==> src/rtl/fpr_pkg.sv <==
package fpr_pkg;

   typedef enum logic [1:0] {
      ST_IDLE = 2'd0,
      ST_WAIT = 2'd1,
      ST_RESP = 2'd2
   } fpr_state_e;

endpackage

==> src/rtl/fpr_page_track.sv <==
module fpr_page_track #(
   parameter int ADDR_W    = 22,
   parameter int PAGE_BITS = 3
) (
   input  logic              clk,
   input  logic              rst_n,
   input  logic [ADDR_W-1:0] addr_i,
   input  logic              open_i,
   input  logic              clear_i,
   output logic              hit_o,
   output logic              valid_o
);

   localparam int TAG_W = ADDR_W - PAGE_BITS;

   logic [TAG_W-1:0] tag_q;
   logic             valid_q;

   always_ff @(posedge clk or negedge rst_n) begin
      if (!rst_n) begin
         tag_q   <= '0;
         valid_q <= 1'b0;
      end else if (open_i) begin
         tag_q   <= addr_i[ADDR_W-1:PAGE_BITS];
         valid_q <= 1'b1;
      end else if (clear_i) begin
         valid_q <= 1'b0;
      end
   end

   assign hit_o   = valid_q && (addr_i[ADDR_W-1:PAGE_BITS] == tag_q);
   assign valid_o = valid_q;

   AST_OPEN_SETS_PAGE: assert property (@(posedge clk) disable iff (!rst_n)
      open_i |=> valid_o);
   AST_CLEAR_DROPS_PAGE: assert property (@(posedge clk) disable iff (!rst_n)
      (clear_i && !open_i) |=> !valid_o);

endmodule

==> src/rtl/fpr_wait_timer.sv <==
module fpr_wait_timer #(
   parameter int LAT_W = 6
) (
   input  logic             clk,
   input  logic             rst_n,
   input  logic             start_i,
   input  logic [LAT_W-1:0] load_i,
   output logic             expire_o
);

   logic [LAT_W-1:0] cnt_q;
   logic             run_q;

   always_ff @(posedge clk or negedge rst_n) begin
      if (!rst_n) begin
         cnt_q <= '0;
         run_q <= 1'b0;
      end else if (start_i) begin
         cnt_q <= load_i;
         run_q <= 1'b1;
      end else if (run_q) begin
         if (cnt_q <= LAT_W'(1)) run_q <= 1'b0;
         else                    cnt_q <= cnt_q - LAT_W'(1);
      end
   end

   assign expire_o = run_q && (cnt_q <= LAT_W'(1));

   AST_WAIT_NONZERO: assert property (@(posedge clk) disable iff (!rst_n)
      start_i |-> (load_i != '0));
   AST_NO_RESTART_RUNNING: assert property (@(posedge clk) disable iff (!rst_n)
      start_i |-> !run_q);

endmodule

==> src/rtl/fpr_idle_timer.sv <==
module fpr_idle_timer #(
   parameter int IDLE_CYC = 32
) (
   input  logic clk,
   input  logic rst_n,
   input  logic counting_i,
   input  logic kick_i,
   output logic release_o
);

   generate
      if (IDLE_CYC == 0) begin : g_off
         logic unused_in;
         assign unused_in = &{1'b0, clk, rst_n, counting_i, kick_i};
         assign release_o = 1'b0;
      end else begin : g_on
         localparam int CNT_W = (IDLE_CYC < 2) ? 1 : $clog2(IDLE_CYC);
         localparam logic [CNT_W-1:0] LAST = CNT_W'(IDLE_CYC - 1);

         logic [CNT_W-1:0] cnt_q;
         logic             fire;

         assign fire = counting_i && !kick_i && (cnt_q == LAST);

         always_ff @(posedge clk or negedge rst_n) begin
            if (!rst_n)                     cnt_q <= '0;
            else if (!counting_i || kick_i) cnt_q <= '0;
            else if (fire)                  cnt_q <= '0;
            else                            cnt_q <= cnt_q + CNT_W'(1);
         end

         assign release_o = fire;

         AST_IDLE_CNT_RANGE: assert property (@(posedge clk) disable iff (!rst_n)
            cnt_q <= LAST);
      end
   endgenerate

endmodule

==> src/rtl/fpr_ctrl.sv <==
module fpr_ctrl
   import fpr_pkg::*;
#(
   parameter int ADDR_W         = 22,
   parameter int DATA_W         = 16,
   parameter int WORDS_PER_PAGE = 8,
   parameter int LAT_W          = 6,
   parameter int IDLE_CYC       = 32
) (
   input  logic              clk,
   input  logic              rst_n,
   input  logic              req_valid,
   output logic              req_ready,
   input  logic [ADDR_W-1:0] req_addr,
   input  logic [LAT_W-1:0]  cfg_full_wait,
   input  logic [LAT_W-1:0]  cfg_page_wait,
   output logic              rsp_valid,
   output logic [DATA_W-1:0] rsp_data,
   output logic              rsp_hit,
   output logic              mem_ce_n,
   output logic              mem_oe_n,
   output logic [ADDR_W-1:0] mem_addr,
   input  logic [DATA_W-1:0] mem_dq_i
);

   localparam int PAGE_BITS = $clog2(WORDS_PER_PAGE);

   generate
      if (LAT_W < 5) begin : g_bad_lat
         $error("LAT_W must be at least 5");
      end
      if ((1 << PAGE_BITS) != WORDS_PER_PAGE || PAGE_BITS < 1) begin : g_bad_page
         $error("WORDS_PER_PAGE must be a power of two above 1");
      end
      if (ADDR_W <= PAGE_BITS) begin : g_bad_addr
         $error("ADDR_W must exceed the page offset width");
      end
      if (IDLE_CYC < 0) begin : g_bad_idle
         $error("IDLE_CYC must not be negative");
      end
   endgenerate

   fpr_state_e state_q;
   logic       accept;
   logic       page_hit;
   logic       page_valid;
   logic       wait_expire;
   logic       idle_release;
   logic       cur_hit_q;

   logic [LAT_W-1:0] full_eff;
   logic [LAT_W-1:0] page_min;
   logic [LAT_W-1:0] page_eff;
   logic [LAT_W-1:0] wait_sel;

   assign req_ready = rst_n && (state_q == ST_IDLE);
   assign accept    = req_valid && req_ready;

   always_comb begin
      full_eff = (cfg_full_wait == '0) ? LAT_W'(1) : cfg_full_wait;
      page_min = (cfg_page_wait < full_eff) ? cfg_page_wait : full_eff;
      page_eff = (page_min == '0) ? LAT_W'(1) : page_min;
      wait_sel = page_hit ? page_eff : full_eff;
   end

   fpr_page_track #(
      .ADDR_W    (ADDR_W),
      .PAGE_BITS (PAGE_BITS)
   ) u_page (
      .clk     (clk),
      .rst_n   (rst_n),
      .addr_i  (req_addr),
      .open_i  (accept),
      .clear_i (idle_release),
      .hit_o   (page_hit),
      .valid_o (page_valid)
   );

   fpr_wait_timer #(
      .LAT_W (LAT_W)
   ) u_wait (
      .clk      (clk),
      .rst_n    (rst_n),
      .start_i  (accept),
      .load_i   (wait_sel),
      .expire_o (wait_expire)
   );

   fpr_idle_timer #(
      .IDLE_CYC (IDLE_CYC)
   ) u_idle (
      .clk        (clk),
      .rst_n      (rst_n),
      .counting_i ((state_q == ST_IDLE) && !mem_ce_n),
      .kick_i     (accept),
      .release_o  (idle_release)
   );

   always_ff @(posedge clk or negedge rst_n) begin
      if (!rst_n) begin
         state_q   <= ST_IDLE;
         mem_ce_n  <= 1'b1;
         mem_oe_n  <= 1'b1;
         mem_addr  <= '0;
         rsp_valid <= 1'b0;
         rsp_data  <= '0;
         rsp_hit   <= 1'b0;
         cur_hit_q <= 1'b0;
      end else begin
         rsp_valid <= 1'b0;
         unique case (state_q)
            ST_IDLE: begin
               if (accept) begin
                  state_q   <= ST_WAIT;
                  mem_ce_n  <= 1'b0;
                  mem_oe_n  <= 1'b0;
                  mem_addr  <= req_addr;
                  cur_hit_q <= page_hit;
               end else if (idle_release) begin
                  mem_ce_n <= 1'b1;
               end
            end
            ST_WAIT: begin
               if (wait_expire) begin
                  rsp_data  <= mem_dq_i;
                  rsp_hit   <= cur_hit_q;
                  rsp_valid <= 1'b1;
                  mem_oe_n  <= 1'b1;
                  state_q   <= ST_RESP;
               end
            end
            ST_RESP: begin
               state_q <= ST_IDLE;
            end
            default: begin
               state_q <= ST_IDLE;
            end
         endcase
      end
   end

   AST_ONE_OUTSTANDING: assert property (@(posedge clk) disable iff (!rst_n)
      (req_valid && req_ready) |=> !req_ready);
   AST_OE_NEEDS_CE: assert property (@(posedge clk) disable iff (!rst_n)
      !mem_oe_n |-> !mem_ce_n);
   AST_ADDR_HELD: assert property (@(posedge clk) disable iff (!rst_n)
      (!mem_oe_n && $past(!mem_oe_n)) |-> $stable(mem_addr));
   AST_RSP_AFTER_OE: assert property (@(posedge clk) disable iff (!rst_n)
      rsp_valid |-> $past(!mem_oe_n));
   AST_RSP_PULSE: assert property (@(posedge clk) disable iff (!rst_n)
      rsp_valid |=> !rsp_valid);
   AST_CE_RELEASE_FORGETS: assert property (@(posedge clk) disable iff (!rst_n)
      $rose(mem_ce_n) |-> !page_valid);

endmodule

==> config.mk <==
export PLATFORM = sky130hd
export DESIGN_NAME = fpr_ctrl
export DESIGN_NICKNAME = d
export VERILOG_FILES = /design/src/rtl/fpr_pkg.sv /design/src/rtl/fpr_page_track.sv /design/src/rtl/fpr_wait_timer.sv /design/src/rtl/fpr_idle_timer.sv /design/src/rtl/fpr_ctrl.sv
export SDC_FILE = /design/constraint.sdc
export NUM_CORES = 1
export LEC_CHECK = 0
export BUFFER_PORTS_ARGS = -buffer_cell sky130_fd_sc_hd__buf_2
export CAP_MARGIN = 20
export CORE_AREA = 2 2 143 110
export DETAILED_ROUTE_END_ITERATION = 6
export DIE_AREA = 0 0 145 112
export GPL_TIMING_DRIVEN = 0
export PLACE_DENSITY = 0.43
export SETUP_SLACK_MARGIN = 0.5
export SYNTH_ARGS = -nofsm -noshare
export SYNTH_HDL_FRONTEND = slang
export SYNTH_HIERARCHICAL = 1
export SYNTH_SLANG_ARGS = --single-unit
==> constraint.sdc <==
create_clock -name clk -period 3.5 [get_ports clk]
set_input_delay 0.175 -clock clk [delete_from_list [all_inputs] [get_ports clk]]
set_output_delay 0.175 -clock clk [all_outputs]
set_load 0.005 [all_outputs]
==> results of run 1 <==
[cells in the mapped netlist, types with 2 or more instances]
library cell   n  area, µm²
nand2_1       77        289
dfrtp_1       75       1880
mux2_2        20        225
mux2_1        17        191
nor2_1        14       52.6
inv_1         13       48.8
xor2_1        12        105
ha_1           9        113
a21oi_1        8       40.0
xnor2_1        8       70.1
clkbuf_1       7       26.3
a21o_1         4       30.0
mux2_4         4       60.1
nand2b_1       4       25.0
nand3_1        4       20.0
nand4_1        4       25.0
nor4_1         4       25.0
o21ai_0        3       15.0
and3b_2        2       20.0
buf_2          2       10.0
dfstp_2        2       52.6
inv_2          2       7.51
mux2i_1        2       20.0
nor2b_1        2       12.5
nor3_1         2       10.0
nor4b_1        2       17.5
o31ai_1        2       15.0
or3_1          2       12.5
or4_1          2       15.0
or4_4          2       22.5
[power by group]
part	switching, µW	leakage [µW]	internal (µW)
sequential	0	0.00104	891
clock	346	0.000147	624
combinational	61.6	0.00141	51.0
[final cells by class]
class,instances,area (µm²),area share
Inverter,15,56.3,0.0118
Sequential cell,77,1930,0.404
Timing Repair Buffer,99,553,0.116
Clock buffer,12,236,0.0495
Tap cell,205,256,0.0537
Buffer,11,48.8,0.0102
Multi-Input combinational cell,230,1620,0.339
Clock inverter,4,72.6,0.0152
[per-layer routing]
| metal | vias to the layer above | share of wire |
|---|---|---|
| li1 | 1351 | - |
| met1 | 1314 | 0.50 |
| met2 | 66 | 0.44 |
| met3 | 8 | 0.048 |
| met4 | 0 | 0.0090 |
| met5 | - | 0 |
[state kept, by name, indices dropped and copies added (netlist names), 2 cells and up]
signal	count
u_idle/g_on.cnt_q	5
rsp_data	16
u_page/tag_q	19
u_wait/cnt_q	6
mem_addr	22
state_q	2
[logic make-up after synthesis]
logic type	Yosys count	share of synthesized area
adders and majority gates	9	0.0309
xor gates and xnor gates	20	0.0481
and+or+nand+nor	130	0.172
DFF	77	0.530
AOI/OAI and AO/OA	28	0.0556
muxes	43	0.136
buffers and inverters	26	0.0278
[worst max-delay path by stage]
stage | from | to | slack [ns] | depth (start not counted)
floorplan | u_wait/cnt_q[4] | rsp_data[2] | 0.74 | 8
global placement | rst_n | u_wait/cnt_q[0] | -0.66 | 10
detailed placement | rst_n | u_wait/cnt_q[0] | 0.14 | 11
CTS | u_wait/cnt_q[2] | rsp_data[6] | 0.59 | 8
global route | u_wait/cnt_q[0] | rsp_data[6] | 0.62 | 9
finish | u_wait/cnt_q[2] | rsp_data[6] | 0.82 | 8
[what timing repair did]
action	4_1_cts	5_1_grt
hold endpoints to repair	16	0
hold buffers	3	0
gates resized for setup	3	3
setup endpoints to repair	10	9
[worst max-delay path: stages (launching register included)]
cell and delay (ns):
dfrtp_1 0.43, or3_1 0.36, clkbuf_2 0.16, or3_1 0.41
nor2_1 0.17, inv_2 0.07, nor2_4 0.27, clkbuf_2 0.32
mux2_1 0.36
[stage by stage]
| step | util | total power (µW) | instance area [µm²] |
|---|---|---|---|
| 2_1_floorplan | - | 943 | 3640 |
| 3_3_place_gp | 0.294 | 1010 | 4380 |
| 3_5_place_dp | 0.296 | 1020 | 4410 |
| 4_1_cts | 0.320 | 2020 | 4770 |
| 5_1_grt | 0.321 | 2070 | 4770 |
| 6_report | 0.321 | 1970 | 4770 |
==> out/results.txt, run 1 <==
P_leak: 0.00260 µW
die span in x: 145 µm
Top Usage Layer GRT: met2
Seq/Total Area, Yosys: 0.530
Worst-path clk slew: 0.06 ns
GP Congestion: 0.763
met2 GRT Util: 0.175
TritonRoute pass-1 iters: 4
Max IR drop VDD: 0.188 mV
first-pass GRT wire length: 14,700 µm
reg2reg setup slack: 0.82 ns
Syn Area/Cell: 10.9 µm²
total gr overflow: 0
core footprint: 14,900 µm²
RSZ-0062 raised after global routing: no
Final Slew Violations: 0
Worst Hold Endpoint: mem_addr[1]
Tightest Hold Check Type: primary input to flip-flop
crit path capture type: flip-flop
path depth of the worst reg2reg path: 8
CTS root buf: clkbuf_16
post-DP HPWL: 6420 µm
Hold Path Depth: 3
DR WL/cell: 13.6 µm
Die Y: 112 µm
maximum clock frequency: 0.373 GHz
PwrDens: 413 nW/µm²
Clock Skews: 0.00733 ns
die area: 16,200 µm²
initial antenna violation count: 0
worst r2r src: u_wait/cnt_q[2]
IO Count: 96
total wire length: 8860 µm
status: complete, no violations
row cnt: 39
final period utilization: 0.767
P&R area growth vs syn: 31.0%
crit path DAT: 2.89 ns
CP Max Fanout: 10
grt met3 use: 0.0348
Num CTS Buffers: 9
most frequent cells in the layout: buf_2, nand2_1, dfrtp_1
Worst-Margin Slew: 0.708 ns
synthesized flop and latch total: 77
Tmin final: 2.68 ns
synth warn: 6
Hold Worst Slack: 0.0352 ns
final hold vios: 0
max_cap viols: 0
Filler Cells Inserted: 1,576
final std cells w/o fill: 653
WP data required: 3.70 ns
port buffer count: 95
met1 Usage GRT: 0.157
# DRC: 0
Synth Instances: 333
gr usage total: 0.114
CP startpoint kind: flip-flop
Vias: 2,739
WS Path Type: flip-flop to flip-flop
worst skew pair latency: 0.33 ns
DR iter-0 viols: 131
Synth Flop Type: dfrtp_1
Antenna Nets Post-Route: 0
largest net degree at the start of global routing: 60
Num Clock Sinks: 77
Vias/cell: 4.19
Slew Limit Headroom: 0.526
commonest non-fill, non-tap cell in the layout: buf_2
number of flops mapped to enable cells by yosys: 0
setup ws final: 0.816 ns
H-tree depth: 3
Post-synth ARST share: 1.00
setup_tns: 0 ns
Cells after DPL: 634
ant diodes: 0
final count of negative-setup-slack endpoints: 0
CTS tree: yes
Initial Utilization: 0.245
syn nets: 395
count of cell types in the netlist: 52
Nets: 505
dpl ws: 0.140 ns
Setup Fix Bufs, Post-CTS: 0
clock buffer depth: 2
vias in the first global route: 2,783
fraction of layout cells with a size suffix above 1: 0.344
hold_sp: req_addr[1]
Mapped Area: 3640 µm²
reg2reg end: rsp_data[6]
(Power assumes the default switching activity.)
==> inputs of run 2 (changes only) <==
--- a/config.mk
+++ b/config.mk
@@ -5,11 +5,12 @@
 export SDC_FILE = /design/constraint.sdc
 export NUM_CORES = 1
 export LEC_CHECK = 0
+export ABC_AREA = 1
 export BUFFER_PORTS_ARGS = -buffer_cell sky130_fd_sc_hd__buf_2
 export CAP_MARGIN = 20
-export CORE_AREA = 2 2 143 110
+export CORE_AREA = 2 2 147 113
 export DETAILED_ROUTE_END_ITERATION = 6
-export DIE_AREA = 0 0 145 112
+export DIE_AREA = 0 0 149 115
 export GPL_TIMING_DRIVEN = 0
 export PLACE_DENSITY = 0.43
 export SETUP_SLACK_MARGIN = 0.5
==> constraint.sdc (replaced) <==
create_clock -name clk -period 2.6 [get_ports clk]
set_input_delay 0.13 -clock clk [delete_from_list [all_inputs] [get_ports clk]]
set_output_delay 0.13 -clock clk [all_outputs]
set_load 0.005 [all_outputs]
==> run 2 against run 1 <==
- non-clock buffer count is 22 higher
- register-to-register slack worse by 0.12 ns
- critical path depth grew 4
- sequential share of layout area is 3.5 points lower
- first-iteration DRC count decreased by 18%
- synthesized area rose by 6.6%
==> out/results.txt, run 2 <==
CP startpoint kind: primary input (was flip-flop)
synth warn: 6 (unchanged)
Tightest Hold Check Type: primary input to flip-flop (unchanged)
CP Max Fanout: 12 (was 10)
RSZ-0062 raised after global routing: no (unchanged)
Worst-Margin Slew: 0.698 ns (was 0.708 ns)
CTS tree: yes (unchanged)
commonest non-fill, non-tap cell in the layout: nand2_1 (was buf_2)
clock buffer depth: 2 (unchanged)
Tmin final: 1.91 ns
Die Y: 115 µm (was 112 µm)
Final Slew Violations: 0 (unchanged)
worst path bufs/invs: 8 (was 3)
vias in the first global route: 3,353 (was 2,783)
Clock Skews: 0.00539 ns (was 0.00733 ns)
Num CTS Buffers: 9 (unchanged)
CP peak stage delay: 0.52 ns (was 0.43 ns)
area of placed instances: 4650 µm² (was 4410 µm²)
TritonRoute pass-1 iters: 4 (unchanged)
core footprint: 15,700 µm² (was 14,900 µm²)
critical-path cell list: dlygate4sd3_1 > buf_4 > buf_16 > inv_1 > nor2_2 > nand2_2 > inv_2 > buf_6 > clkbuf_4 > buf_4 > nand2_1 > o21ai_1 (was or3_1 > clkbuf_2 > or3_1 > nor2_1 > inv_2 > nor2_4 > clkbuf_2 > mux2_1)
total wire length: 10,100 µm (was 8860 µm)
most frequent cells in the layout: nand2_1, buf_2, dfrtp_1 (was buf_2, nand2_1, dfrtp_1)
share of the synthesized area in the top cell type: 0.483 (was 0.515)
share of power burned in registers: 0.393 (was 0.451)
CTS root buf: clkbuf_16 (unchanged)
syn nets: 574 (was 395)
setup ws final: 0.692 ns (was 0.816 ns)
synthesized flop and latch total: 77 (unchanged)
most frequent cell after synthesis: nand2_1 (unchanged)
Net Sw Frac: 0.362 (was 0.207)
IO Count: 96 (unchanged)
GP Congestion: 0.771 (was 0.763)
# DRC: 0 (unchanged)
P&R area growth vs syn: 34.5% (was 31.0%)
sequential cell area: 1930 µm² (unchanged)
H-tree depth: 3 (unchanged)
Clock Power Share: 0.239 (was 0.492)
Slew Limit Headroom: 0.533 (was 0.526)
Layout Utilization: 0.332 (was 0.321)
ant diodes: 0 (unchanged)
largest net degree at the start of global routing: 61 (was 60)
initial antenna violation count: 0 (unchanged)
Multi-input gate area: 1620 µm² (unchanged)
Hold Worst Slack: 0.0310 ns (was 0.0352 ns)
final hold vios: 0 (unchanged)
max_cap viols: 0 (unchanged)
Vias/cell: 3.97 (was 4.19)
status: complete, no violations (unchanged)
Num Clock Sinks: 77 (unchanged)
crit path capture type: flip-flop (unchanged)
Syn Area/Cell: 7.58 µm² (was 10.9 µm²)
Post-synth ARST share: 1.00 (unchanged)
final instance area: 5220 µm² (was 4770 µm²)
Combinational Power Share: 0.368 (was 0.057)
synth top area cells: dfrtp_1, nand2_1, inv_1 (was dfrtp_1, nand2_1, mux2_2)
Synth Instances: 512 (was 333)
first-pass GRT wire length: 16,900 µm (was 14,700 µm)
total gr overflow: 0 (unchanged)
PwrDens: 999 nW/µm² (was 413 nW/µm²)
port buffer count: 95 (unchanged)
final count of negative-setup-slack endpoints: 0 (unchanged)
Worst-path clk slew: 0.06 ns (about the same)
Top delay family on crit path: buffers and inverters (was simple AND/OR/NAND/NOR gates)
largest area contributor in the netlist: dfrtp_1 (unchanged)
count of cell types in the netlist: 32 (was 52)
WS Path Type: primary input to flip-flop (was flip-flop to flip-flop)
Filler Cells Inserted: 1,706 (was 1,576)
maximum clock frequency: 0.524 GHz
worst skew pair latency: 0.34 ns (was 0.33 ns)
Largest Register: mem_addr (unchanged)
Sw Pwr: 1890 µW (was 408 µW)
CP dominant cell by count: buf_4
Largest register FFs: 22 (unchanged)
DR iter-0 viols: 108 (was 131)
Mapped Area: 3880 µm² (was 3640 µm²)
Synth Flop Type: dfrtp_1 (unchanged)
Regs by FF count: mem_addr x22, u_page/tag_q x19, rsp_data x16 (unchanged)
Seq/Total Area, Yosys: 0.497 (was 0.530)
final period utilization: 0.734
crit path DAT: 2.17 ns (was 2.89 ns)
Antenna Nets Post-Route: 0 (unchanged)
die span in x: 149 µm (was 145 µm)
Max IR drop VDD: 0.365 mV (was 0.188 mV)
dpl ws: -0.156 ns (was 0.140 ns)
Nets: 704 (was 505)
gr usage total: 0.127 (was 0.114)
top cells by count, synth: nand2_1, dfrtp_1, inv_1, nor2_1, o21ai_1 (was nand2_1, dfrtp_1, mux2_2, mux2_1, nor2_1)
Internal: 3330 µW (was 1570 µW)
DR WL/cell: 11.8 µm (was 13.6 µm)
fraction of layout cells with a size suffix above 1: 0.257 (was 0.344)
number of flops mapped to enable cells by yosys: 0 (unchanged)
post-DP HPWL: 7360 µm (was 6420 µm)
Vias: 3,399 (was 2,739)
P_leak: 0.00286 µW (was 0.00260 µW)
WP data required: 2.86 ns (was 3.70 ns)
row cnt: 40 (was 39)
Initial Utilization: 0.247 (was 0.245)
slowest stage cell, crit path: dlygate4sd3_1 (was dfrtp_1)
die area: 17,100 µm² (was 16,200 µm²)
## run 2: changes by cell type after synthesis, moves of 7 or more
| cell | before | now |
|---|---|---|
| o21ai_0 | 3 | 10 |
| nand3_1 | 4 | 16 |
| mux2_2 | 20 | 0 |
| nor2_1 | 14 | 26 |
| o21ai_1 | 1 | 24 |
| xor2_1 | 12 | 1 |
| inv_1 | 13 | 61 |
| inv_2 | 2 | 10 |
| nand2_1 | 77 | 230 |
| mux2_1 | 17 | 0 |
## run 2: final timing paths
kind                              endpoint  slack (ns)   startpoint  cells past startpoint
max                        u_page/tag_q[4]        0.69        rst_n                     12
min                            mem_addr[9]        0.03  req_addr[9]                      3
max reg2reg                u_page/tag_q[4]        0.69   state_q[0]                     10
min reg2reg                       mem_oe_n        0.47     mem_oe_n                      2
max in group asynchronous     rsp_data[13]        1.20        rst_n                      3
min in group asynchronous         mem_ce_n        0.43        rst_n                      3
## run 2: layout make-up
class,count,area share
repair buffers,119,0.144
plain buffers,13,0.0172
multi-input cells,348,0.310
flip-flops and latches,77,0.369
inverters,74,0.0534
well taps,210,0.0503
clock buffers,11,0.0465
clock inverters,4,0.00934
## run 2: repair_timing
item,CTS,global route
endpoints found under the setup margin,43,36
buffers inserted,1,0
hold buffers,22,0
hold endpoints to repair,34,0
gates resized for setup,6,16
pin swaps,1,0
## run 2: through the flow
| step | power [µW] | TNS [ns] | std cells |
|---|---|---|---|
| 3_3_place_gp | 3910 | -35.94 | 817 |
| 6_report | 5220 | 0 | 856 |
| 3_5_place_dp | 3950 | -1.93 | 818 |
| 2_1_floorplan | 3230 | 0 | 512 |
| 4_1_cts | 5290 | 0 | 856 |
| 5_1_grt | 5700 | 0 | 856 |
## run 2: kinds of logic (layout without fill, tap and decap cells)
kind of cell | after synthesis | in the layout | synth area share
DFF | 77 | 77 | 0.497
xor gates and xnor gates | 4 | 4 | 0.00903
and+or+nand+nor | 291 | 291 | 0.308
adders and majority gates | 9 | 9 | 0.0290
buffers and inverters | 87 | 221 | 0.0909
AOI/OAI and AO/OA | 44 | 44 | 0.0657
## run 2: routing by layer
metal  vias up  GRT usage  wire length, µm
met5         -          0                0
met3        11     0.0254              404
met2        62      0.191             4280
met4         0     0.0571              191
met1      1524      0.178             5260
li1       1802          -                -
## run 2: worst register-to-register path, cell delays in order, from the launching register on
cell	delay [ns]
dfrtp_1	0.40
nor2_2	0.16
inv_1	0.08
nor2_2	0.14
nand2_2	0.12
inv_2	0.16
buf_6	0.19
clkbuf_4	0.22
buf_4	0.21
nand2_1	0.07
o21ai_1	0.08
## run 2: power groups by stage
stage          combinational (µW)  sequential [µW]  clock (µW)
2_1_floorplan                1170             2060           0
3_3_place_gp                 1860             2050           0
3_5_place_dp                 1880             2070           0
4_1_cts                      1940             2060        1290
5_1_grt                      2220             2130        1350
6_report                     1920             2050        1250
